<file path="src/rtl/opr_pkg.sv">
package opr_pkg;
    localparam int NREQ = 13;

    typedef enum logic [3:0] {
        OP_NONE,
        OP_CLR,
        OP_ONES,
        OP_CMP,
        OP_NEG,
        OP_INC,
        OP_RL1,
        OP_RL2,
        OP_RR1,
        OP_RR2,
        OP_LCLR,
        OP_LSET,
        OP_LCMP,
        OP_OSR
    } op_e;

    function automatic logic is_rotate(input op_e op);
        return (op == OP_RL1) || (op == OP_RL2) || (op == OP_RR1) || (op == OP_RR2);
    endfunction
endpackage

</file>
<file path="src/rtl/opr_pick.sv">
module opr_pick
    import opr_pkg::*;
(
    input  logic [NREQ-1:0] req,
    output op_e             op
);
    always_comb begin
        op = OP_NONE;
        for (int i = NREQ - 1; i >= 0; i--) begin
            if (req[i]) op = op_e'(4'(i + 1));
        end
    end

    always_comb begin
        if (req == '0)
            AST_PICK_IDLE: assert (op == OP_NONE);
        if (req[0])
            AST_PICK_LOWEST: assert (op == OP_CLR);
    end
endmodule

</file>
<file path="src/rtl/opr_acc_math.sv">
module opr_acc_math
    import opr_pkg::*;
#(
    parameter int W = 12
) (
    input  op_e          op,
    input  logic [W-1:0] ac_in,
    input  logic [W-1:0] sw_in,
    output logic [W-1:0] ac_out
);
    logic [W-1:0] inv;

    assign inv = ~ac_in;

    always_comb begin
        unique case (op)
            OP_CLR:  ac_out = '0;
            OP_ONES: ac_out = '1;
            OP_CMP:  ac_out = inv;
            OP_NEG:  ac_out = inv + W'(1);
            OP_INC:  ac_out = ac_in + W'(1);
            OP_OSR:  ac_out = ac_in | sw_in;
            default: ac_out = ac_in;
        endcase
    end

    always_comb begin
        if (op == OP_NEG)
            AST_NEG_SUM: assert (W'(ac_out + ac_in) == '0);
        if (op == OP_CMP)
            AST_CMP_XOR: assert ((ac_out ^ ac_in) == '1);
        if (op == OP_OSR)
            AST_OSR_KEEP: assert ((ac_out & ac_in) == ac_in);
    end
endmodule

</file>
<file path="src/rtl/opr_link_math.sv">
module opr_link_math
    import opr_pkg::*;
(
    input  op_e  op,
    input  logic link_in,
    output logic link_out
);
    always_comb begin
        unique case (op)
            OP_LCLR: link_out = 1'b0;
            OP_LSET: link_out = 1'b1;
            OP_LCMP: link_out = ~link_in;
            default: link_out = link_in;
        endcase
    end
endmodule

</file>
<file path="src/rtl/opr_ring.sv">
module opr_ring #(
    parameter int W    = 12,
    parameter int DIST = 1,
    parameter bit LEFT = 1'b1
) (
    input  logic [W:0] ring_in,
    output logic [W:0] ring_out
);
    generate
        if (LEFT) begin : g_left
            assign ring_out = {ring_in[W-DIST:0], ring_in[W:W-DIST+1]};
        end else begin : g_right
            assign ring_out = {ring_in[DIST-1:0], ring_in[W:DIST]};
        end
    endgenerate
endmodule

</file>
<file path="src/rtl/opr_acc_link.sv">
module opr_acc_link
    import opr_pkg::*;
#(
    parameter int W = 12
) (
    input  logic [W-1:0]    ac_cur,
    input  logic            link_cur,
    input  logic [W-1:0]    sw_val,
    input  logic [NREQ-1:0] op_req,
    input  logic            skip_req,
    input  logic            skip_cond,
    output logic [W-1:0]    ac_next,
    output logic            link_next,
    output logic            pc_inc
);
    localparam int NROT = 4;

    op_e          op;
    logic [W-1:0] math_ac;
    logic         math_link;
    logic [W:0]   ring_cur;
    logic [W:0]   rot_out [NROT];

    assign ring_cur = {link_cur, ac_cur};

    opr_pick u_pick (
        .req (op_req),
        .op  (op)
    );

    opr_acc_math #(.W(W)) u_acc (
        .op     (op),
        .ac_in  (ac_cur),
        .sw_in  (sw_val),
        .ac_out (math_ac)
    );

    opr_link_math u_link (
        .op       (op),
        .link_in  (link_cur),
        .link_out (math_link)
    );

    // index 0: left 1, 1: left 2, 2: right 1, 3: right 2
    generate
        for (genvar g = 0; g < NROT; g++) begin : g_rot
            opr_ring #(
                .W    (W),
                .DIST ((g % 2) + 1),
                .LEFT (g < 2)
            ) u_ring (
                .ring_in  (ring_cur),
                .ring_out (rot_out[g])
            );
        end
    endgenerate

    always_comb begin
        unique case (op)
            OP_RL1:  {link_next, ac_next} = rot_out[0];
            OP_RL2:  {link_next, ac_next} = rot_out[1];
            OP_RR1:  {link_next, ac_next} = rot_out[2];
            OP_RR2:  {link_next, ac_next} = rot_out[3];
            default: {link_next, ac_next} = {math_link, math_ac};
        endcase
    end

    assign pc_inc = skip_req & skip_cond;

    always_comb begin
        if (is_rotate(op))
            AST_ROT_WEIGHT: assert ($countones({link_next, ac_next}) == $countones(ring_cur));
        if (op == OP_INC || op == OP_NEG || op == OP_OSR || op == OP_CLR || op == OP_ONES)
            AST_LINK_HOLD: assert (link_next == link_cur);
        if (op == OP_LCLR || op == OP_LSET || op == OP_LCMP)
            AST_AC_HOLD: assert (ac_next == ac_cur);
        if (op_req == '0)
            AST_IDLE_PASS: assert (ac_next == ac_cur && link_next == link_cur);
        if (pc_inc)
            AST_SKIP_GATE: assert (skip_req);
    end
endmodule

</file>
<file path="config.mk">
export PLATFORM = sky130hd
export DESIGN_NAME = opr_acc_link
export DESIGN_NICKNAME = d
export VERILOG_FILES = /design/src/rtl/opr_pkg.sv /design/src/rtl/opr_pick.sv /design/src/rtl/opr_acc_math.sv /design/src/rtl/opr_link_math.sv /design/src/rtl/opr_ring.sv /design/src/rtl/opr_acc_link.sv
export SDC_FILE = /design/constraint.sdc
export NUM_CORES = 1
export LEC_CHECK = 0
export BUFFER_PORTS_ARGS = -buffer_cell sky130_fd_sc_hd__buf_4
export CAP_MARGIN = 20
export CORE_ASPECT_RATIO = 1.75
export CORE_MARGIN = 2
export CORE_UTILIZATION = 25
export DETAILED_ROUTE_END_ITERATION = 10
export GPL_ROUTABILITY_DRIVEN = 0
export PLACE_DENSITY = 0.46
export SLEW_MARGIN = 25
export SYNTH_ARGS = -nofsm -noshare
export SYNTH_HDL_FRONTEND = slang
export SYNTH_SLANG_ARGS = --single-unit
</file>
<file path="constraint.sdc">
create_clock -name vclk -period 2.27
set_input_delay 0.227 -clock vclk [all_inputs]
set_output_delay 0.227 -clock vclk [all_outputs]
set_load 0.01 [all_outputs]
</file>
==> run metrics, run 1 <==
FF+latch area=0 um^2; CP Data Arrival Time=2.06 ns; Inserted Diodes=0; via count=2340; die height=107 um; Max Freq=438 MHz; hold_ws=0.739 ns; post-synth top area cell=nor2_1; port bufs=54; post-synthesis simple-gate area fraction=32.5%; Post-Syn Instances=250; xor-xnor portion of the synthesized cell area=0%; Initial Util=25.9%; failing checks=setup timing; Clock Buffer Count=0; combinational share of power=100.0%; Cell Area, Synth=0.00152 mm^2; Net Switching=0.219 mW; drt pass-1 iters=6; worst vdd rail ir drop=0.0746 mV; hold crit path type=primary input to output pin; largest net degree at the start of global routing=14; Pins Over Slew Limit=0; top cell type's share of synthesized area=8.64%; GRT overflow=0; DRC marker count from the first detailed-route iteration=162; worst setup margin=-0.0131 ns; DRC Markers=0; crit-path cells=buf_4 > nor3b_2 > nor3_2 > and2_4 > buf_6 > a21oi_4 > buf_6 > or3_1 > a221oi_2 > o21ai_1 > buf_4; die area=0.00674 mm^2; hold path start=skip_cond; placed cells=412; Mapped Avg Cell Area=6.08 um^2; outcome=finished, violations left; final core occ=44.3%; post-synthesis mux area share=5.84%; Int Power=0.219 mW; Final Cycle Share=101%; commonest cells after routing, fill and taps aside=104 x buf_4, 34 x nor2_1, 19 x o21ai_0; Boundary Pins=54; DP Worst Slack=-0.166 ns; sequential fraction of the synthesis area=0%; Routed Antenna Nets=0; Core ar.=0.00588 mm^2; crit-path max FO=4; yosys warns=0; Crit path required time=2.04 ns; slowest CP cell=or3_1; Critical Path Source Type=primary input; most common cell after layout, fill and taps aside=buf_4; seq_cells=0; P&R area growth vs syn=71.4%; unrepaired setup endpoints after global routing=true; NumNets Final=384; Tmin final=2.28 ns; WL final=7120 um; die span in x=62.9 um; Post-Layout Cell Count=420; relative slew slack=73.3%; fraction of layout cells with a size suffix above 1=45.6%; Worst Setup SP=op_req[8]; sequential share of power=0%; Clock Power Share=0%; Max Cap Violations=0; Final Hold Vio Count=0; hpwl dp=5480 um; final setup violating endpoints=6; number of global-route vias before repair=2310; Area contributors post-synth=nor2_1 8.6%, o21ai_0 7.6%, a222oi_1 7.2%; largest family of logic cells by synthesized area=compound AO/OA/AOI/OAI gates; Critical Path End Type=output pin; all-layer global routing usage=20.6%; total power per unit cell area=168 mW/mm^2; Synth Area in Adders=0%; Net Sw Frac=50.0%; slowest stage delay, CP=0.32 ns; initial antenna violation count=0; post-synthesis compound-gate area fraction=52.0%; crit path kind=primary input to output pin; first-pass GRT wire length=11400 um; library cells used by synthesis=56; routed wire length per instance=16.9 um; synthesized netlist net count=290; Tot Pwr=0.438 mW; Rows=37; vias per inst=5.57; Slew @ Worst Pin=0.396 ns; leakage power=1.15 nW
## Yosys cell counts, drive strengths merged
| master | instances |
|---|---|
| nor3b | 2 |
| nor2b | 4 |
| nand3b | 2 |
| inv | 10 |
| o22ai | 3 |
| o22a | 1 |
| or2 | 1 |
| o2111ai | 2 |
| o221ai | 2 |
| nor2 | 36 |
| nand2b | 2 |
| a21oi | 20 |
| nor3 | 12 |
| o211ai | 5 |
| nand2 | 15 |
| a22oi | 5 |
| mux2i | 1 |
| and3 | 3 |
| a222oi | 11 |
| o41ai | 1 |
| or3 | 2 |
| a2111oi | 2 |
| a221oi | 1 |
| buf | 9 |
| o31ai | 4 |
| a21o | 5 |
| a211oi | 2 |
| and2 | 4 |
| a2bb2oi | 1 |
| o21a | 3 |
| o21ai | 38 |
| nand4 | 2 |
| and2b | 1 |
| a31oi | 5 |
| nand3 | 6 |
| o211a | 2 |
| clkbuf | 13 |
| a211o | 2 |
| mux2 | 7 |
| nor4 | 3 |
## final cells by class
type,instances,area [um^2]
Timing Repair Buffer,114,906
Multi-Input combinational cell,218,1560
Tap cell,78,97.6
Fill cell,638,3270
Inverter,10,37.5
## what timing repair did
action                                  CTS  global route
endpoints found under the setup margin   13            13
pin swaps                                14            17
setup buffers                             5             2
resized for setup                        33            22
cloned                                    1             0
hold buffers                              0             0
hold endpoints to repair                  0             0
## path summary, 6_finish.rpt
kind	endpoint	slack (ns)	cells past startpoint
setup / recovery	ac_next[2]	-0.01	11
hold / removal	pc_inc	0.74	3
## stage by stage
step	area [um^2]	setup TNS, ns
floorplan	1520	0
global placement	2320	-1.39
detailed placement	2320	-1.43
CTS	2500	-0.386
global route	2610	-1.17
finish	2610	-0.0422
## power by group through the flow
stage	registers [mW]	logic (mW)	clock network [mW]
after global routing	0	0.472	0
after detailed placement	0	0.383	0
after global placement	0	0.383	0
after CTS	0	0.415	0
after floorplan	0	0.187	0
final	0	0.438	0
## critical path: cells and delay by family
| kind | cells | cell delay (ns) |
|---|---|---|
| AO/OA/AOI/OAI | 3 | 0.40 |
| buffers and inverters | 4 | 0.51 |
| AND/OR/NAND/NOR | 4 | 0.90 |
## layer usage
layer  GRT usage [%]  up-vias  wire length, um
met4            7.46        0              313
met2            39.7       85             3840
met5               0        -                0
li1                -     1155                -
met1            23.3     1081             2640
met3            1.15       19              329
## kinds of logic (layout without fill, tap and decap cells)
group                  count (synthesis)  count (layout)
AOI/OAI and AO/OA                    115             115
buffers and inverters                 32             124
muxes                                  8               8
and+or+nand+nor                       95              95
No activity file was read; power rests on OpenSTA's default activity.
==> run 2: changes to the inputs <==
--- a/config.mk
+++ b/config.mk
@@ -9,10 +9,11 @@
 export CAP_MARGIN = 20
 export CORE_ASPECT_RATIO = 1.75
 export CORE_MARGIN = 2
-export CORE_UTILIZATION = 25
+export CORE_UTILIZATION = 45
 export DETAILED_ROUTE_END_ITERATION = 10
 export GPL_ROUTABILITY_DRIVEN = 0
-export PLACE_DENSITY = 0.46
+export PLACE_DENSITY = 0.73
+export RECOVER_POWER = 25
 export SLEW_MARGIN = 25
 export SYNTH_ARGS = -nofsm -noshare
 export SYNTH_HDL_FRONTEND = slang
==> run metrics, run 2 (synthesis results as in run 1) <==
outcome=finished, violations left; failing checks=setup timing; Initial Util=46.2%; Max Cap Violations=0; hpwl dp=4770 um; leakage power=1.05 nW; DRC marker count from the first detailed-route iteration=199; port bufs=54; Crit path required time=2.04 ns; Max Freq=426 MHz; hold crit path type=primary input to output pin; multi-input logic area=0.00155 mm^2; NumNets Final=368; commonest cells after routing, fill and taps aside=88 x buf_4, 32 x nor2_1, 20 x o21ai_0; most common cell after layout, fill and taps aside=buf_4; DRC Markers=0; Boundary Pins=54; Core ar.=0.00329 mm^2; largest net degree at the start of global routing=14; Pins Over Slew Limit=0; GRT overflow=0; Clock Buffer Count=0; Final Cycle Share=103%; Final Hold Vio Count=0; routed wire length per instance=18.3 um; WL final=6780 um; unrepaired setup endpoints after global routing=true; die area=0.00388 mm^2; fraction of layout cells with a size suffix above 1=43.9%; all-layer global routing usage=32.9%; DP Worst Slack=-0.126 ns; Slew @ Worst Pin=0.458 ns; Tot Pwr=0.421 mW; FF+latch area=0 um^2; worst setup margin=-0.0749 ns; CP Data Arrival Time=2.12 ns; WHS Path Cells=3; total power per unit cell area=174 mW/mm^2; drt pass-1 iters=5; Rows=28; first-pass GRT wire length=9830 um; Critical Path End Type=output pin; die height=80.9 um; final setup violating endpoints=10; Tmin final=2.34 ns; Final Cell Area=0.00242 mm^2; dpl cell area=0.00217 mm^2; via count=2473; # fillers=303; Critical Path Source Type=primary input; crit-path max FO=5; initial antenna violation count=0; P&R area growth vs syn=59.2%; worst vdd rail ir drop=0.132 mV; crit path kind=primary input to output pin; Inserted Diodes=0; number of global-route vias before repair=2242; seq_cells=0; die span in x=47.9 um; vias per inst=6.67; relative slew slack=69.5%; Routed Antenna Nets=0
run 2: cell types whose count changed in the layout (fill, tap and decap cells not counted), sizes merged:
cell	before	now
buf	114	97
clkbuf	0	1
run 2: worst max-delay path, cell delays in order:
cell       delay, ns
buf_6           0.09
or3_4           0.39
nor3_4          0.28
o2111ai_4       0.19
a21oi_2         0.17
buf_4           0.16
a31oi_1         0.05
a211o_1         0.29
o211ai_1        0.10
buf_4           0.16
run 2: layout make-up:
cell class	instances	area share, %
Multi-Input combinational cell	218	64.0
Timing Repair Buffer	98	32.2
Tap cell	45	2.33
Inverter	10	1.55
run 2: final timing paths:
path,start,end
worst max-delay path,op_req[2],ac_next[8]
worst min-delay path,skip_cond,pc_inc
run 2: stage by stage:
stage               util (%)  hold slack (ns)  setup TNS, ns  cells
floorplan                  -            0.598              0    250
global placement        66.0            0.741         -0.326    367
detailed placement      66.0            0.745         -0.492    367
CTS                     67.8            0.745       -0.00808    368
global route            73.5            0.821          -1.57    371
finish                  73.5            0.780         -0.476    371
run 2: repair_timing:
action | 4_1_cts | 5_1_grt
endpoints found under the setup margin | 12 | 13
cloned | 0 | 1
setup buffers | 1 | 3
pin swaps | 1 | 12
hold buffers | 0 | 0
resized for setup | 13 | 43
run 2: power breakdown:
part / total [mW] / internal, mW / switching (mW)
registers: 0 / 0 / 0
logic: 0.421 / 0.203 / 0.218
clock network: 0 / 0 / 0
run 2: metal layers:
layer	vias up	wire length (um)	global-route usage, %
met5	-	0	0
met4	0	324	14.6
met3	36	545	1.33
met2	175	3580	57.3
met1	1139	2330	39.1
li1	1123	-	-
==> run 3: changes to the inputs <==
--- a/config.mk
+++ b/config.mk
@@ -7,12 +7,14 @@
 export LEC_CHECK = 0
 export BUFFER_PORTS_ARGS = -buffer_cell sky130_fd_sc_hd__buf_4
 export CAP_MARGIN = 20
+export CELL_PAD_IN_SITES_DETAIL_PLACEMENT = 1
+export CELL_PAD_IN_SITES_GLOBAL_PLACEMENT = 1
 export CORE_ASPECT_RATIO = 1.75
 export CORE_MARGIN = 2
-export CORE_UTILIZATION = 45
+export CORE_UTILIZATION = 35
 export DETAILED_ROUTE_END_ITERATION = 10
 export GPL_ROUTABILITY_DRIVEN = 0
-export PLACE_DENSITY = 0.73
+export PLACE_DENSITY = 0.84
 export RECOVER_POWER = 25
 export SLEW_MARGIN = 25
 export SYNTH_ARGS = -nofsm -noshare
==> run metrics, run 3 (synthesis results as in run 1) <==
Core ar.=0.00415 mm^2; Crit path required time=2.04 ns; Rows=31; die height=91.2 um; GRT overflow=0; most common cell after layout, fill and taps aside=buf_4; failing checks=setup timing; routed wire length per instance=30.8 um; drt pass-1 iters=8; # fillers=520; via count=2951; Critical Path End Type=output pin; WHS Path Cells=3; outcome=finished, violations left; leakage power=1.13 nW; relative slew slack=57.6%; die span in x=53.8 um; worst setup margin=-0.545 ns; Final Cycle Share=124%; unrepaired setup endpoints after global routing=true; Clock Buffer Count=0; total power per unit cell area=196 mW/mm^2; fraction of layout cells with a size suffix above 1=45.9%; seq_cells=0; Tot Pwr=0.507 mW; port bufs=54; combinational share of power=100.0%; Max Freq=355 MHz; slowest stage delay, CP=0.56 ns; crit-path cells=buf_12 > nor3b_4 > o31ai_4 > a31oi_4 > buf_6 > mux2_4 > a222oi_1 > o21ai_1 > buf_4; CP Data Arrival Time=2.59 ns; WL final=12000 um; largest net degree at the start of global routing=14; worst vdd rail ir drop=0.149 mV; crit path kind=primary input to output pin; DRC Markers=0; hpwl dp=6280 um; crit-path max FO=6; Tmin final=2.81 ns; hold_ws=0.772 ns; vias per inst=7.59; Final Cell Area=0.00258 mm^2; Int Power=0.222 mW; final setup violating endpoints=13; number of global-route vias before repair=2834; Critical Path Source Type=primary input; Initial Util=36.6%; WHS Endpoint=pc_inc; sequential share of power=0%; Clock Power Share=0%; Pins Over Slew Limit=0; first-pass GRT wire length=14500 um; Net Switching=0.285 mW; NumNets Final=382; hold_buf cts=0; FF+latch area=0 um^2; Routed Antenna Nets=0; die area=0.00491 mm^2; Net Sw Frac=56.2%; initial antenna violation count=0; P&R area growth vs syn=70.0%; commonest cells after routing, fill and taps aside=96 x buf_4, 34 x nor2_1, 18 x o21ai_0; Final Hold Vio Count=0; Inserted Diodes=0; Boundary Pins=54; multi-input logic area=0.00158 mm^2; slowest CP cell=a222oi_1; hold crit path type=primary input to output pin; DRC marker count from the first detailed-route iteration=292; Slew @ Worst Pin=0.636 ns; all-layer global routing usage=39.5%; dpl cell area=0.00226 mm^2; hold path start=skip_cond; Max Cap Violations=0
[run 3: cell types whose count changed in the layout (fill, tap and decap cells not counted), sizes merged]
cell	change
buf	+14
[run 3: layout make-up]
| class | count | area share [%] |
|---|---|---|
| inverters | 10 | 1.45 |
| multi-input cells | 218 | 60.9 |
| well taps | 49 | 2.37 |
| repair buffers | 112 | 35.2 |
[run 3: critical path, delay by kind of cell]
kind / cells / cell delay (ns)
buffers and inverters: 3 / 0.51
AND/OR/NAND/NOR: 1 / 0.37
multiplexers: 1 / 0.31
AO/OA/AOI/OAI: 4 / 1.15
[run 3: per-layer routing]
layer / GRT usage, % / wire length, um / vias up
met3: 5.76 / 1290 / 106
li1: - / - / 1150
met2: 67.3 / 5660 / 307
met4: 29.1 / 1270 / 0
met1: 40.6 / 3760 / 1388
met5: 0 / 0 / -
[run 3: power by group through the flow]
| stage | clock, mW | sequential, mW | combinational, mW |
|---|---|---|---|
| 2_1_floorplan | 0 | 0 | 0.187 |
| 3_3_place_gp | 0 | 0 | 0.373 |
| 3_5_place_dp | 0 | 0 | 0.388 |
| 4_1_cts | 0 | 0 | 0.424 |
| 5_1_grt | 0 | 0 | 0.520 |
| 6_report | 0 | 0 | 0.507 |
[run 3: how the worst max path moves through the flow]
stage,from,to,slack [ns],depth (start not counted)
final,op_req[7],ac_next[1],-0.54,9
after global routing,op_req[7],ac_next[1],-0.59,9
after CTS,op_req[5],ac_next[1],-0.06,9
after detailed placement,op_req[7],ac_next[1],-0.25,9
after global placement,op_req[7],ac_next[2],-0.1,9
after floorplan,op_req[3],ac_next[2],0.09,8
[run 3: per-stage QoR]
step	setup slack (ns)	instances	TNS, ns	utilization (%)
4_1_cts	-0.0626	384	-0.148	58.9
3_5_place_dp	-0.254	382	-2.19	54.5
6_report	-0.545	389	-3.43	62.3
2_1_floorplan	0.0885	250	0	-
3_3_place_gp	-0.0962	382	-0.711	54.5
5_1_grt	-0.590	389	-3.61	62.3
[run 3: repair_timing]
| action | CTS | global route |
|---|---|---|
| cloned | 1 | 0 |
| endpoints found under the setup margin | 13 | 13 |
| setup buffers | 2 | 5 |
| gates resized for setup | 39 | 29 |
| pin swaps | 18 | 14 |
